**config.mk**
```make
export PLATFORM = sky130hd
export DESIGN_NAME = pit_timer
export DESIGN_NICKNAME = d
export VERILOG_FILES = /design/src/rtl/pit_timer.sv
export SDC_FILE = /design/constraint.sdc
export NUM_CORES = 1
export LEC_CHECK = 0
export CAP_MARGIN = 10
export CORE_MARGIN = 5
export CORE_UTILIZATION = 55
export DETAILED_ROUTE_END_ITERATION = 8
export GPL_TIMING_DRIVEN = 0
export PLACE_DENSITY = 0.74
export SLEW_MARGIN = 20
export SYNTH_ARGS = -nofsm -noshare
export SYNTH_HDL_FRONTEND = slang
export SYNTH_SLANG_ARGS = --single-unit
```
**constraint.sdc**
```tcl
create_clock -name clk -period 3.8 [get_ports clk]
set_input_delay 0.76 -clock clk [delete_from_list [all_inputs] [get_ports clk]]
set_output_delay 0.76 -clock clk [all_outputs]
set_load 0.05 [all_outputs]
```
**src/rtl/pit_timer.sv**
```systemverilog
module pit_timer #(
  parameter int NBYTES = 4,
  parameter int ADDR_W = 8
) (
  input  logic              clk,
  input  logic              rst_n,
  input  logic              tick_en,
  input  logic              reg_wr,
  input  logic [ADDR_W-1:0] reg_addr,
  input  logic [7:0]        reg_wdata,
  output logic [7:0]        reg_rdata,
  output logic              irq_pulse
);
  localparam int W    = NBYTES * 8;
  localparam int SW   = W - 8;
  localparam int LAST = NBYTES - 1;

  logic [SW-1:0] stage;
  logic [W-1:0]  active;
  logic [W-1:0]  count;
  logic          commit;
  logic          running;
  logic          expire;

  assign commit  = reg_wr && (reg_addr == ADDR_W'(LAST));
  assign running = (active != '0);
  assign expire  = running && tick_en && (count == W'(1));

  always_ff @(posedge clk or negedge rst_n) begin
    if (!rst_n) begin
      stage <= '0;
    end else begin
      for (int i = 0; i < LAST; i++)
        if (reg_wr && reg_addr == ADDR_W'(i))
          stage[(LAST-1-i)*8 +: 8] <= reg_wdata;
    end
  end

  always_ff @(posedge clk or negedge rst_n) begin
    if (!rst_n) begin
      active    <= '0;
      count     <= '0;
      irq_pulse <= 1'b0;
    end else begin
      irq_pulse <= 1'b0;
      if (commit) begin
        active <= {stage, reg_wdata};
        count  <= {stage, reg_wdata};
      end else if (running && tick_en) begin
        if (expire) begin
          count     <= active;
          irq_pulse <= 1'b1;
        end else begin
          count <= count - W'(1);
        end
      end
    end
  end

  always_comb begin
    reg_rdata = 8'h00;
    for (int i = 0; i < LAST; i++)
      if (reg_addr == ADDR_W'(i))
        reg_rdata = stage[(LAST-1-i)*8 +: 8];
    if (reg_addr == ADDR_W'(LAST))
      reg_rdata = active[7:0];
  end


  stage_hold_chk: assert property (@(posedge clk) disable iff (!rst_n)
    (reg_wr && reg_addr < ADDR_W'(LAST)) |=> $stable(active));


  commit_value_chk: assert property (@(posedge clk) disable iff (!rst_n)
    commit |=> active == {$past(stage), $past(reg_wdata)});


  irq_after_tick_chk: assert property (@(posedge clk) disable iff (!rst_n)
    irq_pulse |-> $past(tick_en));


  zero_silent_chk: assert property (@(posedge clk) disable iff (!rst_n)
    (active == '0) |=> !irq_pulse);


  commit_no_irq_chk: assert property (@(posedge clk) disable iff (!rst_n)
    commit |=> !irq_pulse);


  high_addr_chk: assert property (@(posedge clk) disable iff (!rst_n)
    (reg_wr && reg_addr > ADDR_W'(LAST)) |=> ($stable(active) && $stable(stage)));
endmodule

```
# After elaboration in Yosys (flattened, before gate mapping)
# Index checks and enable logic that the tools add are counted.
# word_totals
output_inout_bits,9
regBits,89
in_bits,20
# op_classes
n_eq_ne,4
n_reduce_logical,9
n_addsub,1
muxes,10
# op_table
op,count
2-to-1 mux 32 bit,3
equality test 32 x 1 -> 1 bit (second input constant),1
2-to-1 mux 8 bit,4
nonzero test 32 bit,1
subtractor 32 x 1 -> 32 bit (second input constant),1
equality test 8 x 2 -> 1 bit (second input constant),2
equality test 8 x 1 -> 1 bit (second input constant),1
logical NOT 8 bit,1
logical AND 1 bit,6
2-to-1 mux 1 bit,3
nonzero test 2 bit,1

# Logic depth before layout (Yosys ltp)
# logic_depth
ltp_word,6
mapped_depth,9
mapped_depth_nobuf,8

# Worst setup path before layout
# No wires, ideal clock.
# synth_path
path_type,in2out
start,in reg_addr[0]
end,out reg_rdata[1]
t_required_ns,3.040
path_buffers,1
cell_stages,3
path_slack_ns,1.002
t_arrival_ns,2.038
path_cell_list,buf_1 > mux4_2 > and2_1
# synth_via
elab_chain_cells,5
word_cells_on_any_way,8
cone_classes,eq/ne (3); mux (4); reduce/logical (1)
# synth_lines
element,line,text
start: declaration,9,"input logic [ADDR_W-1:0] reg_addr,"
logical NOT 8 bit,63,if (reg_addr == ADDR_W'(i))
2-to-1 mux 8 bit (3 in series),63,
2-to-1 mux 8 bit *,65,if (reg_addr == ADDR_W'(LAST))
end: declaration,11,"output logic [7:0] reg_rdata,"
# Mark *: on every way between the ends. The rest lies on a longest branch, timed or not.

# Worst setup path after layout
# layout_path
start,in reg_addr[0]
end,out reg_rdata[7]
# Same word-level chain as after synthesis.

==> results_dict.tcl <==
set metrics [dict create \
    status "completed" \
    dp_slack_ns -0.3040 \
    final-hold-violation-count 0 \
    grt_pass1_vias 4485 \
    rows 35 \
    grt_max_degree 56 \
    fmax_ghz 0.2723 \
    syn_to_final_growth_pct 13.21 \
    clk_pin_slew_ns 0.10 \
    critPathMaxFanout 10 \
    relSlewSlack_pct 23.21 \
    clock_latency_ns 0.37 \
    ir_drop_v 0.0002266 \
    grt_usage_pct 29.38 \
    yosys.area.top_type "dfrtp_1" \
    drt_iter0_drc 458 \
    viasPerCell 6.611 \
    async_reset_ff_share_pct 100.0 \
    root_buffer "clkbuf_8" \
    wl_per_cell_um 22.69 \
    floorplan.initialDensity_pct 55.51 \
    worstPathArrival_ns 2.91 \
    antenna_found_initial 0 \
    holdWs_ns 0.4577 \
    drcViolationCount 0 \
    synth-seq-cells 89 \
    maxCapViolCount 0 \
    crit_type "in2out" \
    place.detailed.hpwl_um 11850 \
    period_share_pct 96.63 \
    yosysUniqueCellTypes 60 \
    final.min_clock_period_ns 3.672 \
    cts_tree "built" \
    drive_gt1_share_pct 13.39 \
    synthTopCellsByCount "nand2_1, dfrtp_1, nor2_1" \
    skew_ns 0.01583 \
    syn_avg_cell_area_um2 9.243 \
    final_max_slew_viol_count 0 \
    ys_top_cells_by_area "dfrtp_1, nand2_1, mux2_2, nor2_1, mux4_2" \
    yosys_warnings 0 \
    muxShareOfSynthArea_pct 9.750 \
    drt-pass1-iter-count 6 \
    core_area_um2 9109 \
    syn_area_um2 5056 \
    fin_ws_ns 0.1279 \
    grt_pass1_wl_um 25070 \
    hold_class "in2async" \
    fillerInstances 767 \
    cts_buffers 9 \
    postCtsSetupBuffers 0 \
    syn_nets 569 \
    portBuffers 27 \
    tns_ns 0 \
    grt_overflow 0 \
    total_power_mw 2.619 \
    dieArea_um2 11210 \
    powerDensity_nw_per_um2 457.6 \
    end_kind "output pin" \
    synthAdderAreaFrac_pct 0.4949 \
    synthFlopType "dfrtp_1" \
    clock_sink_count 89 \
    die_h_um 105.9 \
    start_kind "input port" \
    ctsHtreeMaxLevel 3 \
    yosys.area_share.simple_pct 26.21 \
    ios 29 \
    seq_area_frac_synth_pct 44.05 \
    cts_buffer_depth 2 \
    rsz0062_at_grt "false" \
    cp.required_ns 3.04 \
    synth_compound_area_share_pct 15.84 \
    num_vias 4634 \
    gp_congestion 0.9622 \
    drt_wl_total_um 15910 \
    syn-instance-count 547 \
    antenna_cells 0 \
    postRouteAntennaNets 0 \
    p_leak_nw 2.542 \
    tightest_slew_ns 1.143 \
    synth_xor_xnor_area_share_pct 0.5197 \
    setup_violations 0 \
    synth_edf_count 0 \
    netlist.area_leader.share_pct 44.05 \
    synth_top_family_by_area "simple AND/OR/NAND/NOR gates" \
    fin_nets 608 \
    yosysMostFrequentCell "nand2_1" \
    fp.dieW_um 105.9 \
]
-- final timing paths --
path                                 to         from  cells after the start  slack [ns]
setup / recovery           reg_rdata[7]  reg_addr[0]                      5        0.13
setup reg to reg               count[8]    count[14]                      7        0.79
min in group clk             active[13]   active[13]                      2        0.52
max in group asynchronous    active[17]        rst_n                      2        2.68
hold reg to reg              active[13]   active[13]                      2        0.52
hold / removal                count[15]        rst_n                      1        0.46
-- what timing repair did --
item,CTS,global route
endpoints found under the hold margin,0,0
gates resized for setup,7,2
pin swaps,0,0
setup endpoints to repair,7,1
hold buffers,0,0
-- critical path, stage by stage --
cell and delay [ns]:
clkdlybuf4s50_1 0.60, buf_2 0.33, mux4_2 0.36, and2_1 0.18, clkdlybuf4s50_1 0.69
-- registers in the layout (all words and copies together) (netlist names) --
name / count
active: 32
count: 32
stage: 24
irq_pulse: 1
-- cell families (layout without fill, tap and decap cells) --
kind of cell,Yosys count,in the layout
compound gates,114,114
xor+xnor,3,3
fa+ha+maj,2,2
buf+inv,38,81
flops,89,89
mux,36,36
simple gates,265,265
-- where the power goes --
part           leakage, nW  switching [mW]  internal, mW
registers             1.14           0.187          1.08
logic                 1.28           0.289         0.255
clock network        0.120           0.374         0.439
total                 2.54           0.850          1.77
-- cells in the final DEF (no fill, tap or decap), drive strengths merged, types with 7 or more instances in the layout --
master	instances
a21oi	16
nand4	8
and2	12
inv	9
o21ai	25
clkdlybuf4s50	20
nand3	7
nor4	22
mux2	26
mux4	8
o32ai	7
nand2	109
buf	12
nor2	51
o21a	9
or3	11
clkbuf	29
a211oi	19
dfrtp	89
nor3	20
-- through the flow --
stage                     utilization [%]  instances  cell area [um2]
final                               62.84        701             5724
after global routing                62.84        701             5724
after CTS                           62.76        701             5717
after detailed placement            60.19        686             5483
after global placement              60.00        685             5465
after floorplan                         -        547             5056
-- routing by layer --
| layer | vias up | global-route usage (%) | wire length (um) |
|---|---|---|---|
| li1 | 2090 | - | - |
| met1 | 2260 | 39.76 | 6655 |
| met2 | 229 | 44.49 | 7150 |
| met3 | 55 | 6.430 | 1346 |
| met4 | 0 | 14.99 | 753 |
| met5 | - | 0 | 0 |
-- area by class of cell --
cell class                 instances  area (um2)  share of cell area, %
buffer                            30       131.4                  2.295
clock buffer                       9       123.9                  2.164
clock inverter                     6       116.4                  2.033
inverter                           8       30.03                 0.5246
multi-input combinational        420        2676                  46.75
sequential                        89        2227                  38.91
tap                              111       138.9                  2.426
timing repair buffer              28       280.3                  4.896
(Power assumes the default switching activity.)
